===== src/rtl/intc_cmd_regs.sv =====
module intc_cmd_regs #(
  parameter int DW = 8,
  parameter int LW = 3
) (
  input  logic          clk,
  input  logic          rst_n,
  input  logic          sel,
  input  logic          wr,
  input  logic          rd,
  input  logic          a0,
  input  logic [DW-1:0] wdata,
  output logic [DW-1:0] rdata,
  input  logic [DW-1:0] req_reg,
  input  logic [DW-1:0] isr_reg,
  input  logic          poll_hit,
  input  logic [LW-1:0] poll_line,
  input  logic [LW-1:0] ack_line,
  output logic [DW-1:0] ack_vec,
  output logic          init_pulse,
  output logic          cmd_stb,
  output logic [2:0]    cmd_code,
  output logic [LW-1:0] cmd_level,
  output logic          poll_ack,
  output logic [LW-1:0] poll_ack_line,
  output logic [DW-1:0] mask,
  output logic [DW-1:0] vec_base,
  output logic          fnest,
  output logic          auto_eoi,
  output logic          read_isr,
  output logic          spec_mask,
  output logic          poll_armed
);

  localparam logic [DW-1:0] BASE_MASK = {{(DW-LW){1'b1}}, {LW{1'b0}}};
  localparam logic [DW-1:0] NO_LINE   = DW'((1 << LW) - 1);

  typedef enum logic [1:0] {ST_RUN, ST_BASE, ST_SKIP, ST_MODE} step_t;

  step_t step;
  logic  want_mode;

  wire wr_en  = sel & wr;
  wire rd_en  = sel & rd;
  wire w_init = wr_en & ~a0 & wdata[4];
  wire w_opt  = wr_en & ~a0 & ~wdata[4] & wdata[3];
  wire w_cmd  = wr_en & ~a0 & ~wdata[4] & ~wdata[3];
  wire w_data = wr_en & a0;

  assign ack_vec = vec_base | DW'(ack_line);

  always_ff @(posedge clk or negedge rst_n) begin
    if (!rst_n) begin
      step          <= ST_RUN;
      want_mode     <= 1'b0;
      rdata         <= '0;
      init_pulse    <= 1'b0;
      cmd_stb       <= 1'b0;
      cmd_code      <= '0;
      cmd_level     <= '0;
      poll_ack      <= 1'b0;
      poll_ack_line <= '0;
      mask          <= '0;
      vec_base      <= '0;
      fnest         <= 1'b0;
      auto_eoi      <= 1'b0;
      read_isr      <= 1'b0;
      spec_mask     <= 1'b0;
      poll_armed    <= 1'b0;
    end else begin
      init_pulse <= 1'b0;
      cmd_stb    <= 1'b0;
      poll_ack   <= 1'b0;

      if (rd_en) begin
        if (poll_armed) begin
          rdata         <= poll_hit ? DW'(poll_line) : NO_LINE;
          poll_ack      <= poll_hit;
          poll_ack_line <= poll_line;
          poll_armed    <= 1'b0;
        end else begin
          rdata <= a0 ? mask : (read_isr ? isr_reg : req_reg);
        end
      end

      if (w_init) begin
        step       <= ST_BASE;
        want_mode  <= wdata[0];
        init_pulse <= 1'b1;
        mask       <= '0;
        vec_base   <= '0;
        fnest      <= 1'b0;
        auto_eoi   <= 1'b0;
        read_isr   <= 1'b0;
        spec_mask  <= 1'b0;
        poll_armed <= 1'b0;
      end

      if (w_opt) begin
        if (wdata[2]) poll_armed <= 1'b1;
        if (wdata[1]) read_isr   <= wdata[0];
        if (wdata[6]) spec_mask  <= wdata[5];
      end

      if (w_cmd) begin
        cmd_stb   <= 1'b1;
        cmd_code  <= wdata[7:5];
        cmd_level <= wdata[LW-1:0];
      end

      if (w_data) begin
        case (step)
          ST_RUN:  mask <= wdata;
          ST_BASE: begin
            vec_base <= wdata & BASE_MASK;
            step     <= ST_SKIP;
          end
          ST_SKIP: step <= want_mode ? ST_MODE : ST_RUN;
          ST_MODE: begin
            fnest    <= wdata[4];
            auto_eoi <= wdata[1];
            step     <= ST_RUN;
          end
          default: step <= ST_RUN;
        endcase
      end
    end
  end

  // a restart write leaves mask cleared and strobes init_pulse
  a_r2_init_clears: assert property (@(posedge clk) disable iff (!rst_n)
    $past(sel && wr && !a0 && wdata[4]) |-> (init_pulse && mask == '0 && !poll_armed));

  // mask holds without a selected write
  a_r6_mask_hold: assert property (@(posedge clk) disable iff (!rst_n)
    !$past(sel && wr) |-> $stable(mask));

  // a command strobe only follows a command-format write
  a_r8_cmd_src: assert property (@(posedge clk) disable iff (!rst_n)
    cmd_stb |-> $past(sel && wr && !a0 && wdata[4:3] == 2'b00));

  // a poll acknowledge only follows an armed read with a winner
  a_r10_poll_src: assert property (@(posedge clk) disable iff (!rst_n)
    poll_ack |-> $past(sel && rd && poll_armed && poll_hit));

  // no strobe without chip select
  a_r13_no_sel: assert property (@(posedge clk) disable iff (!rst_n)
    !$past(sel) |-> !(init_pulse || cmd_stb || poll_ack));

endmodule


===== config.mk =====
export PLATFORM = sky130hd
export DESIGN_NAME = intc_cmd_regs
export DESIGN_NICKNAME = d
export VERILOG_FILES = /design/src/rtl/intc_cmd_regs.sv
export SDC_FILE = /design/constraint.sdc
export NUM_CORES = 1
export LEC_CHECK = 0
export ABC_AREA = 1
export BUFFER_PORTS_ARGS = -buffer_cell sky130_fd_sc_hd__buf_2
export CORE_ASPECT_RATIO = 0.5
export CORE_MARGIN = 10
export CORE_UTILIZATION = 51
export DETAILED_ROUTE_END_ITERATION = 10
export PLACE_DENSITY_LB_ADDON = 0.15
export SYNTH_ARGS = -nofsm -noshare
export SYNTH_HDL_FRONTEND = slang
export SYNTH_SLANG_ARGS = --single-unit

===== constraint.sdc =====
create_clock -name clk -period 3.2 [get_ports clk]
set_input_delay 0.64 -clock clk [delete_from_list [all_inputs] [get_ports clk]]
set_output_delay 0.64 -clock clk [all_outputs]
set_load 0.01 [all_outputs]

; ---- Word-level counts from Yosys, hierarchy flattened
; Cells that the tools add are included.
[classes]
reduce_logical = 2
n_bitwise = 12
eq_ne = 3
mux = 34
[op_table]
columns = operator, n
row1 = two-way mux 8 bit, 9
row2 = two-way mux 1 bit, 20
row3 = AND 1 bit, 8
row4 = OR 8 x 3 -> 8 bit, 1
row5 = two-way mux 2 bit, 3
row6 = case mux 2 bit (3 select lines), 1
row7 = == test 2 bit (second input constant), 2
row8 = two-way mux 3 bit, 1
row9 = inverter 1 bit, 3
row10 = == test 2 x 1 -> 1 bit (second input constant), 1
row11 = zero test 2 bit, 1
row12 = AND reduction 2 bit, 1
[totals]
ff_bits = 44
inputBits = 37
word_cells = 67

; ---- Depth between registers and ports, before layout
; Gate-level depths: netlist of run 1.
[depth]
depth_word = 6
depth_mapped = 6
depth_no_buf = 6

; ---- Worst setup path before layout of run 1
; OpenSTA, ideal clock, no wires.
[synth_timing]
path_kind = input-to-output
startpoint = in ack_line[0]
endpoint = out ack_vec[0]
slack_ps = 1632
stages = 1
arrival_ps = 928
n_path_buf = 0
path_cell_list = or2_2
[synth_between]
elab_chain_cells = 1
[synth_rtl]
columns = item, line_no
row1 = "start, declared", 17  ; input logic [LW-1:0] ack_line,
row2 = OR 8 x 3 -> 8 bit, 49  ; assign ack_vec = vec_base | DW'(ack_line);
row3 = "end, declared", 18  ; output logic [DW-1:0] ack_vec,
; Every way passes these cells.

; ---- Worst setup path in the final report of run 1
[layout_timing]
startpoint = in ack_line[1]
endpoint = out ack_vec[1]
; Same word-level chain as after synthesis.

==> results of run 1 <==
[report_power, final]
group / switching [mW] / total, mW / internal, mW / leakage [nW]
logic: 0.210 / 0.365 / 0.155 / 0.855
registers: 0.0676 / 0.718 / 0.650 / 0.576
clock network: 0.183 / 0.375 / 0.192 / 0.0503
[cells by family after synthesis]
| logic type | Yosys count | share of synthesized area |
|---|---|---|
| compound gates | 32 | 0.106 |
| buf+inv | 35 | 0.0928 |
| flops | 44 | 0.534 |
| simple gates | 118 | 0.267 |
[flip-flops by register name, indices dropped and copies added, names as in the netlist]
name           cells
cmd_code           3
want_mode          1
mask               8
cmd_level          3
poll_armed         1
poll_ack_line      3
rdata              8
vec_base           8
poll_ack           1
step               2
spec_mask          1
init_pulse         1
fnest              1
read_isr           1
cmd_stb            1
auto_eoi           1
[critical path, cell delays in order]
cell,delay (ns)
buf_2,0.09
or2_2,0.26
buf_2,0.14
[per-stage QoR]
stage | power, mW | utilization | cell area [sq um] | instances
after CTS | 1.47 | 0.651 | 2540 | 362
after floorplan | 0.935 | - | 2060 | 229
final | 1.46 | 0.651 | 2540 | 362
after detailed placement | 1.10 | 0.627 | 2450 | 355
after global placement | 1.09 | 0.627 | 2450 | 355
after global routing | 1.54 | 0.651 | 2540 | 362
[placed cells by master (no fill, tap or decap), drive strengths merged]
cell type,netlist,routed
o211ai,6,6
a22oi,1,1
or2,5,5
nand3,34,34
nor3,1,1
nand2,64,64
nor2,8,8
inv,22,22
clkbuf,0,7
buf,13,85
dfrtp,44,44
nand4,6,6
o21ai,25,25
[routing by layer]
| layer | share of wire | wire, um | up-vias |
|---|---|---|---|
| met2 | 0.42 | 2280 | 67 |
| met4 | 0.0071 | 38 | 0 |
| met3 | 0.11 | 581 | 5 |
| li1 | - | - | 905 |
| met5 | 0 | 0 | - |
| met1 | 0.46 | 2470 | 872 |
[path summary, 6_finish.rpt]
path	endpoint	slack [ns]
setup / recovery	ack_vec[1]	1.43
hold / removal	cmd_level[1]$_DFFE_PN0P_	0.48
setup reg to reg	rdata[6]$_DFFE_PN0P_	1.94
hold reg to reg	cmd_level[1]$_DFFE_PN0P_	0.48
max in group asynchronous	spec_mask$_DFF_PN0_	2.11
min in group asynchronous	rdata[3]$_DFFE_PN0P_	0.49
[area by class of cell]
| type | count | area share |
|---|---|---|
| Sequential cell | 44 | 0.433 |
| Multi-Input combinational cell | 150 | 0.303 |
| Timing Repair Buffer | 85 | 0.167 |
| Clock buffer | 7 | 0.0379 |
| Inverter | 22 | 0.0325 |
| Tap cell | 54 | 0.0266 |
==> reports/summary.txt, run 1 <==
status = finished clean
Max VDD drop = 0.000298 V
worst clock skew = 0.00551 ns
fraction of registers with async set/reset = 1.00
min-delay src = cmd_level[1]$_DFFE_PN0P_
leading area contributor after synthesis = dfrtp_1
share of layout cells above drive strength 1 = 0.386
max_cap viols = 0
met3 usage = 0.0661
TritonCTS Buffers = 5
initial core utilization = 0.528
Hold Slack = 0.482 ns
Post-synth top flop = dfrtp_1
clock root buffer = clkbuf_8
DRT Wirelength = 5.37 mm
post-route ant nets = 0
vias in the first global route = 1735
FF/Latch Area = 1100 sq um
Critical Path AT = 1.13 ns
CTS tree = built
critical path launch point type = primary input
Rows = 16
Final Hold Viols = 0
setup TNS = 0 ns
Skew-Pair Late Insertion Delay = 0.29 ns
post-synthesis cell area = 2060 sq um
gr usage total = 0.152
clk sinks = 44
Tcrit/Tclk final = 0.553
Netlist cell types = 22
DIE WIDTH = 110 um
post-cts resize count = 0
FILL cells = 359
multi-input logic area = 769 sq um
hold buffer count at cts = 0
GR met1 Demand/Resource = 0.203
Slew HR = 0.361
critical path class = primary input to output port
Post-synth EDFFs = 0
largest net degree at the start of global routing = 45
dpl ws = 1.14 ns
RSZ-0062 raised after global routing = no
Die ar. = 7140 sq um
Final Setup Violations = 0
Post-CTS Setup Bufs = 0
cell count after synthesis = 229
Worst Hold Depth = 2
P&R area growth vs syn = 23.3%
R2R depth = 5
Antenna diodes = 0
PnR worst setup slack = 1.43 ns
Max Clock Freq = 0.565 GHz
DP Wirelength = 4.12 mm
Synth top cells by count = 60 x nand2_1, 44 x dfrtp_1, 32 x nand3_1, 20 x inv_1, 11 x o21ai_2
Synth top area share = 0.534
Worst-Margin Slew = 0.958 ns
Synth Register Bits = 44
GR Util met2 = 0.221
Wirelength per Cell = 14.8 um
worst-path fanout max = 1
total grt overflow = 0
most frequent cell after synthesis = nand2_1
I/O pin count = 86
via count = 1849
Avg Cell Area, Syn = 9.00 sq um
Leak = 1.48 nW
drt first pass iters = 4
antenna violations before repair = 0
sequential element share of the synthesized area = 0.534
PortBufs = 85
DRC viols = 0
worst r2r src = read_isr$_DFF_PN0_
Critical Path Sink Type = output port
Worst Setup SP = ack_line[1]
GRT busiest layer = met2
Vias/cell = 5.11
RD Place Congestion = 0.800
crit path time final = 1.77 ns
Mapped Nets = 266
Yosys warning count = 0
final-report max-slew violation count = 0
Die H = 65.0 um
Clock Path Buffers = 2
Hold Path Class = register to register
Initial DRC Count = 78
first-pass GRT wire length = 8.70 mm
Power Density = 573 nW/um^2
core area = 3900 sq um
main area contributors after synthesis = dfrtp_1 53%, nand2_1 11%, nand3_1 7.8%, o21ai_2 4.7%, inv_1 3.6%
Crit path required time = 2.56 ns
Reg clk slew, reported paths = 0.08 ns
H-tree depth = 2
fin nets = 345
(Power assumes the default switching activity.)
==> run 2: changes to the inputs <==
--- a/config.mk
+++ b/config.mk
@@ -9,7 +9,7 @@
 export BUFFER_PORTS_ARGS = -buffer_cell sky130_fd_sc_hd__buf_2
 export CORE_ASPECT_RATIO = 0.5
 export CORE_MARGIN = 10
-export CORE_UTILIZATION = 51
+export CORE_UTILIZATION = 47
 export DETAILED_ROUTE_END_ITERATION = 10
 export PLACE_DENSITY_LB_ADDON = 0.15
 export SYNTH_ARGS = -nofsm -noshare
==> constraint.sdc (replaced) <==
create_clock -name clk -period 1.7 [get_ports clk]
set_input_delay 0.34 -clock clk [delete_from_list [all_inputs] [get_ports clk]]
set_output_delay 0.34 -clock clk [all_outputs]
set_load 0.01 [all_outputs]
==> run 2 against run 1 <==
Worst hold slack got worse by 0.36 ns. Critical path depth decreased by 1. Clock-buffer cell count did not move. Clock power is 86% higher. Critical path type is now register to output port. Largest cell class unchanged.
==> reports/summary.txt, run 2 (synthesis results as in run 1) <==
via count = 1810 (-2.1%)
Max Clock Freq = 0.684 GHz
H-tree depth = 2 (unchanged)
R2R depth = 4 (-1)
cell internal pwr = 1.89 mW (+89%)
Die H = 66.8 um (+2.9%)
power share of the clock group = 0.254 (-0.003)
clk sinks = 44 (unchanged)
Vias/cell = 4.93 (-3.4%)
Max VDD drop = 0.000501 V (+68%)
Reg2Reg Setup Slack = 0.59 ns (-1.35 ns)
worst-path fanout max = 3 (+2)
Antenna diodes = 0 (unchanged)
commonest non-fill, non-tap cells in the layout = 85 x buf_2, 60 x nand2_1, 44 x dfrtp_1
post-cts resize count = 0 (unchanged)
GR met1 Demand/Resource = 0.190 (-0.0132)
Final Setup Violations = 0 (unchanged)
DIE WIDTH = 114 um (+3.4%)
crit path time final = 1.46 ns
setup TNS = 0 ns (unchanged)
FILL cells = 351 (-2.2%)
max_cap viols = 0 (unchanged)
Die ar. = 7600 sq um (+6.4%)
hold buffer count at cts = 0 (unchanged)
combinational share of power = 0.256 (+0.006)
DRC viols = 0 (unchanged)
worst r2r src = poll_armed$_DFF_PN0_
largest registers = mask (8), rdata (8), vec_base (8)
final instance area = 2580 sq um (+1.5%)
Wirelength per Cell = 15.3 um (+3.5%)
Rows = 16 (unchanged)
CTS tree = built
Reg power frac = 0.490 (-0.002)
Worst-Margin Slew = 0.547 ns (-0.411 ns)
initial core utilization = 0.507 (-0.0208)
Critical Path Sink Type = output port
worst clock skew = 0.00373 ns (-0.00177 ns)
final-report max-slew violation count = 0 (unchanged)
fin nets = 350 (+1.4%)
NetSw = 0.864 mW (+88%)
GRT busiest layer = met2
Final Hold Viols = 0 (unchanged)
final core occ = 0.635 (-0.0164)
Skew-Pair Late Insertion Delay = 0.29 ns (about the same)
FF/Latch Area = 1100 sq um (unchanged)
Critical Path AT = 1.12 ns (about the same)
Clock Path Buffers = 2 (unchanged)
Crit path required time = 1.36 ns (-1.20 ns)
GR Util met2 = 0.228 (+0.00666)
TritonCTS Buffers = 5 (unchanged)
Leak = 1.50 nW (+1.6%)
drt first pass iters = 4 (unchanged)
total power = 2.75 mW (+89%)
commonest non-fill, non-tap cell in the layout = buf_2
post-route ant nets = 0 (unchanged)
sw frac = 0.314 (-0.00168)
RSZ-0062 raised after global routing = no
gr usage total = 0.146 (-0.00513)
P&R area growth vs syn = 25.1%
critical path launch point type = register
I/O pin count = 86 (unchanged)
Tcrit/Tclk final = 0.860
RD Place Congestion = 0.789 (-1.4%)
Initial DRC Count = 104 (+33%)
Slew HR = 0.635 (+0.274)
Reg2Reg Capture Point = rdata[1]$_DFFE_PN0P_
Setup crit end = ack_vec[0]
total grt overflow = 0 (unchanged)
vias in the first global route = 1734 (-0.058%)
largest net degree at the start of global routing = 45 (unchanged)
clock root buffer = clkbuf_8
multi-input logic area = 769 sq um (unchanged)
area post-placement = 2480 sq um (+1.5%)
Power Density = 1070 nW/um^2 (+86%)
Reg clk slew, reported paths = 0.08 ns (about the same)
antenna violations before repair = 0 (unchanged)
DRT Wirelength = 5.63 mm (+4.9%)
share of layout cells above drive strength 1 = 0.396 (+0.00980)
met3 usage = 0.0536 (-0.0125)
critical path class = register to output port
core area = 4060 sq um (+4.1%)
Post-CTS Setup Bufs = 0 (unchanged)
PortBufs = 85 (unchanged)
Hold Path Class = primary input to asynchronous set/reset pin
status = finished clean
first-pass GRT wire length = 8.94 mm (+2.8%)
DP Wirelength = 4.47 mm (+8.4%)
Worst Setup SP = vec_base[0]$_DFF_PN0_
[run 2: cell count changes in the layout (fill, tap and decap cells not counted), sizes merged]
| cell | delta |
|---|---|
| buf | +5 |
[run 2: how the worst min path moves through the flow]
| stage | start | endpoint | slack [ns] | cells after the start |
|---|---|---|---|---|
| 6_report | rst_n | cmd_stb$_DFF_PN0_ | 0.12 | 2 |
| 5_1_grt | rst_n | cmd_stb$_DFF_PN0_ | 0.16 | 2 |
| 4_1_cts | rst_n | vec_base[5]$_DFF_PN0_ | 0.14 | 2 |
| 3_5_place_dp | rst_n | vec_base[5]$_DFF_PN0_ | 0.45 | 2 |
| 3_3_place_gp | rst_n | cmd_code[1]$_DFFE_PN0P_ | 0.45 | 2 |
| 2_1_floorplan | rst_n | auto_eoi$_DFF_PN0_ | 0.04 | 0 |
[run 2: layout make-up]
cell class,instances,share of cell area
timing repair buffer,90,0.179
multi-input combinational,150,0.298
tap,54,0.0262
sequential,44,0.427
clock buffer,7,0.0373
inverter,22,0.0320
[run 2: worst max-delay path, stage by stage (launching register included)]
cell and delay, ns:
dfrtp_1 0.40, or2_2 0.29, buf_2 0.14
[run 2: power by group through the flow]
stage	combinational, mW	sequential [mW]	clock (mW)
after CTS	0.723	1.35	0.725
final	0.705	1.35	0.698
after floorplan	0.328	1.43	0
after detailed placement	0.721	1.37	0
after global routing	0.790	1.37	0.756
after global placement	0.707	1.36	0
[run 2: layer usage]
metal  up-vias  share of wire  routed length (um)
met5         -              0                   0
met4         0          0.010                  59
met3         6          0.086                 482
met2        67           0.44                2470
met1       824           0.47                2620
li1        913              -                   -
[run 2: per-stage QoR]
| step | instances | setup slack (ns) | hold WS [ns] |
|---|---|---|---|
| 2_1_floorplan | 229 | 0.634 | 0.0444 |
| 6_report | 367 | 0.238 | 0.120 |
| 5_1_grt | 367 | 0.204 | 0.162 |
| 4_1_cts | 367 | 0.221 | 0.135 |
| 3_5_place_dp | 360 | 0.335 | 0.453 |
| 3_3_place_gp | 360 | 0.365 | 0.448 |
==> run 3: changes to the inputs <==
--- a/config.mk
+++ b/config.mk
@@ -5,7 +5,6 @@
 export SDC_FILE = /design/constraint.sdc
 export NUM_CORES = 1
 export LEC_CHECK = 0
-export ABC_AREA = 1
 export BUFFER_PORTS_ARGS = -buffer_cell sky130_fd_sc_hd__buf_2
 export CORE_ASPECT_RATIO = 0.5
 export CORE_MARGIN = 10
==> run 3 against run 2 <==
Via count decreased by 8.7%. First-iteration DRC count increased by 19%. Worst setup slack got worse by 0.0050 ns. Sequential share of layout area decreased by 0.93 points. The flow now finishes with violations (negative hold slack). Wire length decreased by 2.5%. Register-to-register slack got worse by 0.34 ns. Maximum frequency decreased by 0.34%. Die area increased by 0.28%. Global-route usage decreased by 0.58 points. Sequential power about the same.
==> reports/summary.txt, run 3 <==
status = finished with violations
failing checks = negative hold slack
Yosys warning count = 0 (unchanged)
DIE WIDTH = 114 um (+0.15%)
dpl ws = 0.165 ns (-0.171 ns)
sequence of cells on the critical path = or2_2 -> buf_2
Final Hold Viols = 2 (+2)
Synth Register Bits = 44 (unchanged)
Die ar. = 7620 sq um (+0.28%)
commonest non-fill, non-tap cells in the layout = 85 x buf_2, 44 x dfrtp_1, 20 x nand2_1
most frequent cell after synthesis = dfrtp_1
Critical Path AT = 1.13 ns (about the same)
PnR worst setup slack = 0.233 ns (-0.00495 ns)
initial core utilization = 0.509 (+0.00185)
leading area contributor after synthesis = dfrtp_1
clock root buffer = clkbuf_8
Avg Cell Area, Syn = 11.6 sq um (+29%)
hold buffer count at cts = 0 (unchanged)
Die H = 66.9 um (+0.13%)
FILL cells = 338 (-3.7%)
Skew-Pair Late Insertion Delay = 0.29 ns (about the same)
gr usage total = 0.141 (-0.00581)
post-synthesis cell area = 2070 sq um (+0.36%)
largest net degree at the start of global routing = 26 (-42%)
drt first pass iters = 4 (unchanged)
Reg clk slew, reported paths = 0.08 ns (about the same)
PortBufs = 85 (unchanged)
crit path time final = 1.47 ns (+0.00495 ns)
fraction of registers with async set/reset = 1.00 (unchanged)
commonest non-fill, non-tap cell in the layout = buf_2
Clock Path Buffers = 2 (unchanged)
critical path launch point type = register
DRT Wirelength = 5.49 mm (-2.5%)
Vias/cell = 5.20 (+5.4%)
critical path class = register to output port
Worst-Margin Slew = 0.561 ns (+0.0139 ns)
Post-CTS Setup Bufs = 0 (unchanged)
FF/Latch Area = 1100 sq um (unchanged)
I/O pin count = 86 (unchanged)
Hold Path Class = primary input to asynchronous set/reset pin
Post-synth top flop = dfrtp_1
final-report max-slew violation count = 0 (unchanged)
post-route ant nets = 0 (unchanged)
Initial DRC Count = 124 (+19%)
Power Density = 1070 nW/um^2 (+0.64%)
Synth top cells by count = 44 x dfrtp_1, 20 x nand2_1, 15 x mux2i_1, 13 x mux2_2, 10 x inv_1
Crit-path slowest cell = dfrtp_1
Critical Path Sink Type = output port
sequential element share of the synthesized area = 0.532 (-0.00194)
worst clock skew = 0.00742 ns (+0.00368 ns)
total power = 2.83 mW (+2.9%)
post-cts resize count = 0 (unchanged)
largest registers = mask (8), rdata (8), vec_base (8)
Tcrit/Tclk final = 0.863 (+0.00291)
vias in the first global route = 1749 (+0.87%)
Leak = 1.47 nW (-2.2%)
P&R area growth vs syn = 27.4%
share of layout cells above drive strength 1 = 0.458 (+0.0622)
main area contributors after synthesis = dfrtp_1 53%, mux2i_1 7.3%, mux2_2 7.1%, nand2_1 3.6%, a32o_1 3.4%
max_cap viols = 0 (unchanged)
R2R depth = 3 (-1)
setup TNS = 0 ns (unchanged)
worst-path fanout max = 3 (unchanged)
first-pass GRT wire length = 8.71 mm (-2.5%)
Max VDD drop = 0.000712 V (+42%)
CTS tree = built
multi-input logic area = 847 sq um (+10%)
Rows = 16 (unchanged)
Netlist cell types = 33 (+50%)
Post-synth EDFFs = 0 (unchanged)
antenna violations before repair = 0 (unchanged)
Synth top area share = 0.532 (-0.00194)
Wirelength per Cell = 17.3 um (+12%)
fin nets = 300 (-14%)
Slew HR = 0.625 (-0.0106)
DP Wirelength = 4.38 mm (-2.1%)
core area = 4060 sq um (unchanged)
cell count after synthesis = 178 (-22%)
Max Clock Freq = 0.682 GHz (-0.34%)
via count = 1653 (-8.7%)
Mapped Nets = 215 (-19%)
clk sinks = 44 (unchanged)
total grt overflow = 0 (unchanged)
slowest stage delay, CP = 0.40 ns (about the same)
Antenna diodes = 0 (unchanged)
Final Setup Violations = 0 (unchanged)
RSZ-0062 raised after global routing = no
H-tree depth = 2 (unchanged)
TritonCTS Buffers = 5 (unchanged)
RD Place Congestion = 0.809 (+2.6%)
DRC viols = 0 (unchanged)
Hold Slack = -0.00227 ns (-0.123 ns)
Crit path required time = 1.36 ns (about the same)
Reg2Reg Setup Slack = 0.25 ns (-0.34 ns)
-- run 3: final cells by class --
cell class	count	area share
Clock buffer	7	0.0327
Sequential cell	44	0.417
Timing Repair Buffer	92	0.186
Inverter	10	0.0142
Multi-Input combinational cell	110	0.321
Clock inverter	1	0.00285
Tap cell	54	0.0256
-- run 3: per-layer routing --
layer	global-route usage	routed length, um	vias up
met5	0	0	-
met4	0.0217	22	0
met1	0.180	2670	811
li1	-	-	787
met3	0.0527	372	6
met2	0.227	2430	49
-- run 3: through the flow --
step,hold slack (ns),util,std cells,cell area [sq um]
4_1_cts,0.0130,0.649,318,2640
3_5_place_dp,0.333,0.626,310,2540
2_1_floorplan,0.0444,-,178,2070
6_report,-0.00227,0.649,318,2640
5_1_grt,0.0221,0.649,318,2640
3_3_place_gp,0.321,0.626,310,2540
-- run 3: worst paths after layout --
check / from / end
min in group clk: wdata[5] / cmd_code[0]$_DFFE_PN0P_
min: rst_n / rdata[5]$_DFFE_PN0P_
min reg2reg: rdata[4]$_DFFE_PN0P_ / rdata[4]$_DFFE_PN0P_
max reg2reg: read_isr$_DFF_PN0_ / rdata[2]$_DFFE_PN0P_
max in group asynchronous: rst_n / mask[2]$_DFF_PN0_
max: vec_base[2]$_DFF_PN0_ / ack_vec[2]
-- run 3: cells by family (layout without fill, tap and decap cells) --
kind of cell           Yosys count  after routing  share of synthesized area
AO/OA/AOI/OAI                   21             21                     0.0883
buffers and inverters           24            110                     0.0617
flip-flops                      44             44                      0.532
multiplexers                    30             30                      0.158
AND/OR/NAND/NOR                 59             59                      0.160
-- run 3: report_power, final --
part / switching, mW / internal (mW) / total (mW) / leakage, nW
registers: 0.139 / 1.24 / 1.38 / 0.573
logic: 0.393 / 0.377 / 0.770 / 0.854
clock network: 0.348 / 0.331 / 0.678 / 0.0445
-- run 3: worst max-delay path: cells and delay by family (launching register included) --
| kind | cells | cell delay, ns |
|---|---|---|
| AND/OR/NAND/NOR | 1 | 0.29 |
| flip-flops | 1 | 0.40 |
| buffers and inverters | 1 | 0.14 |
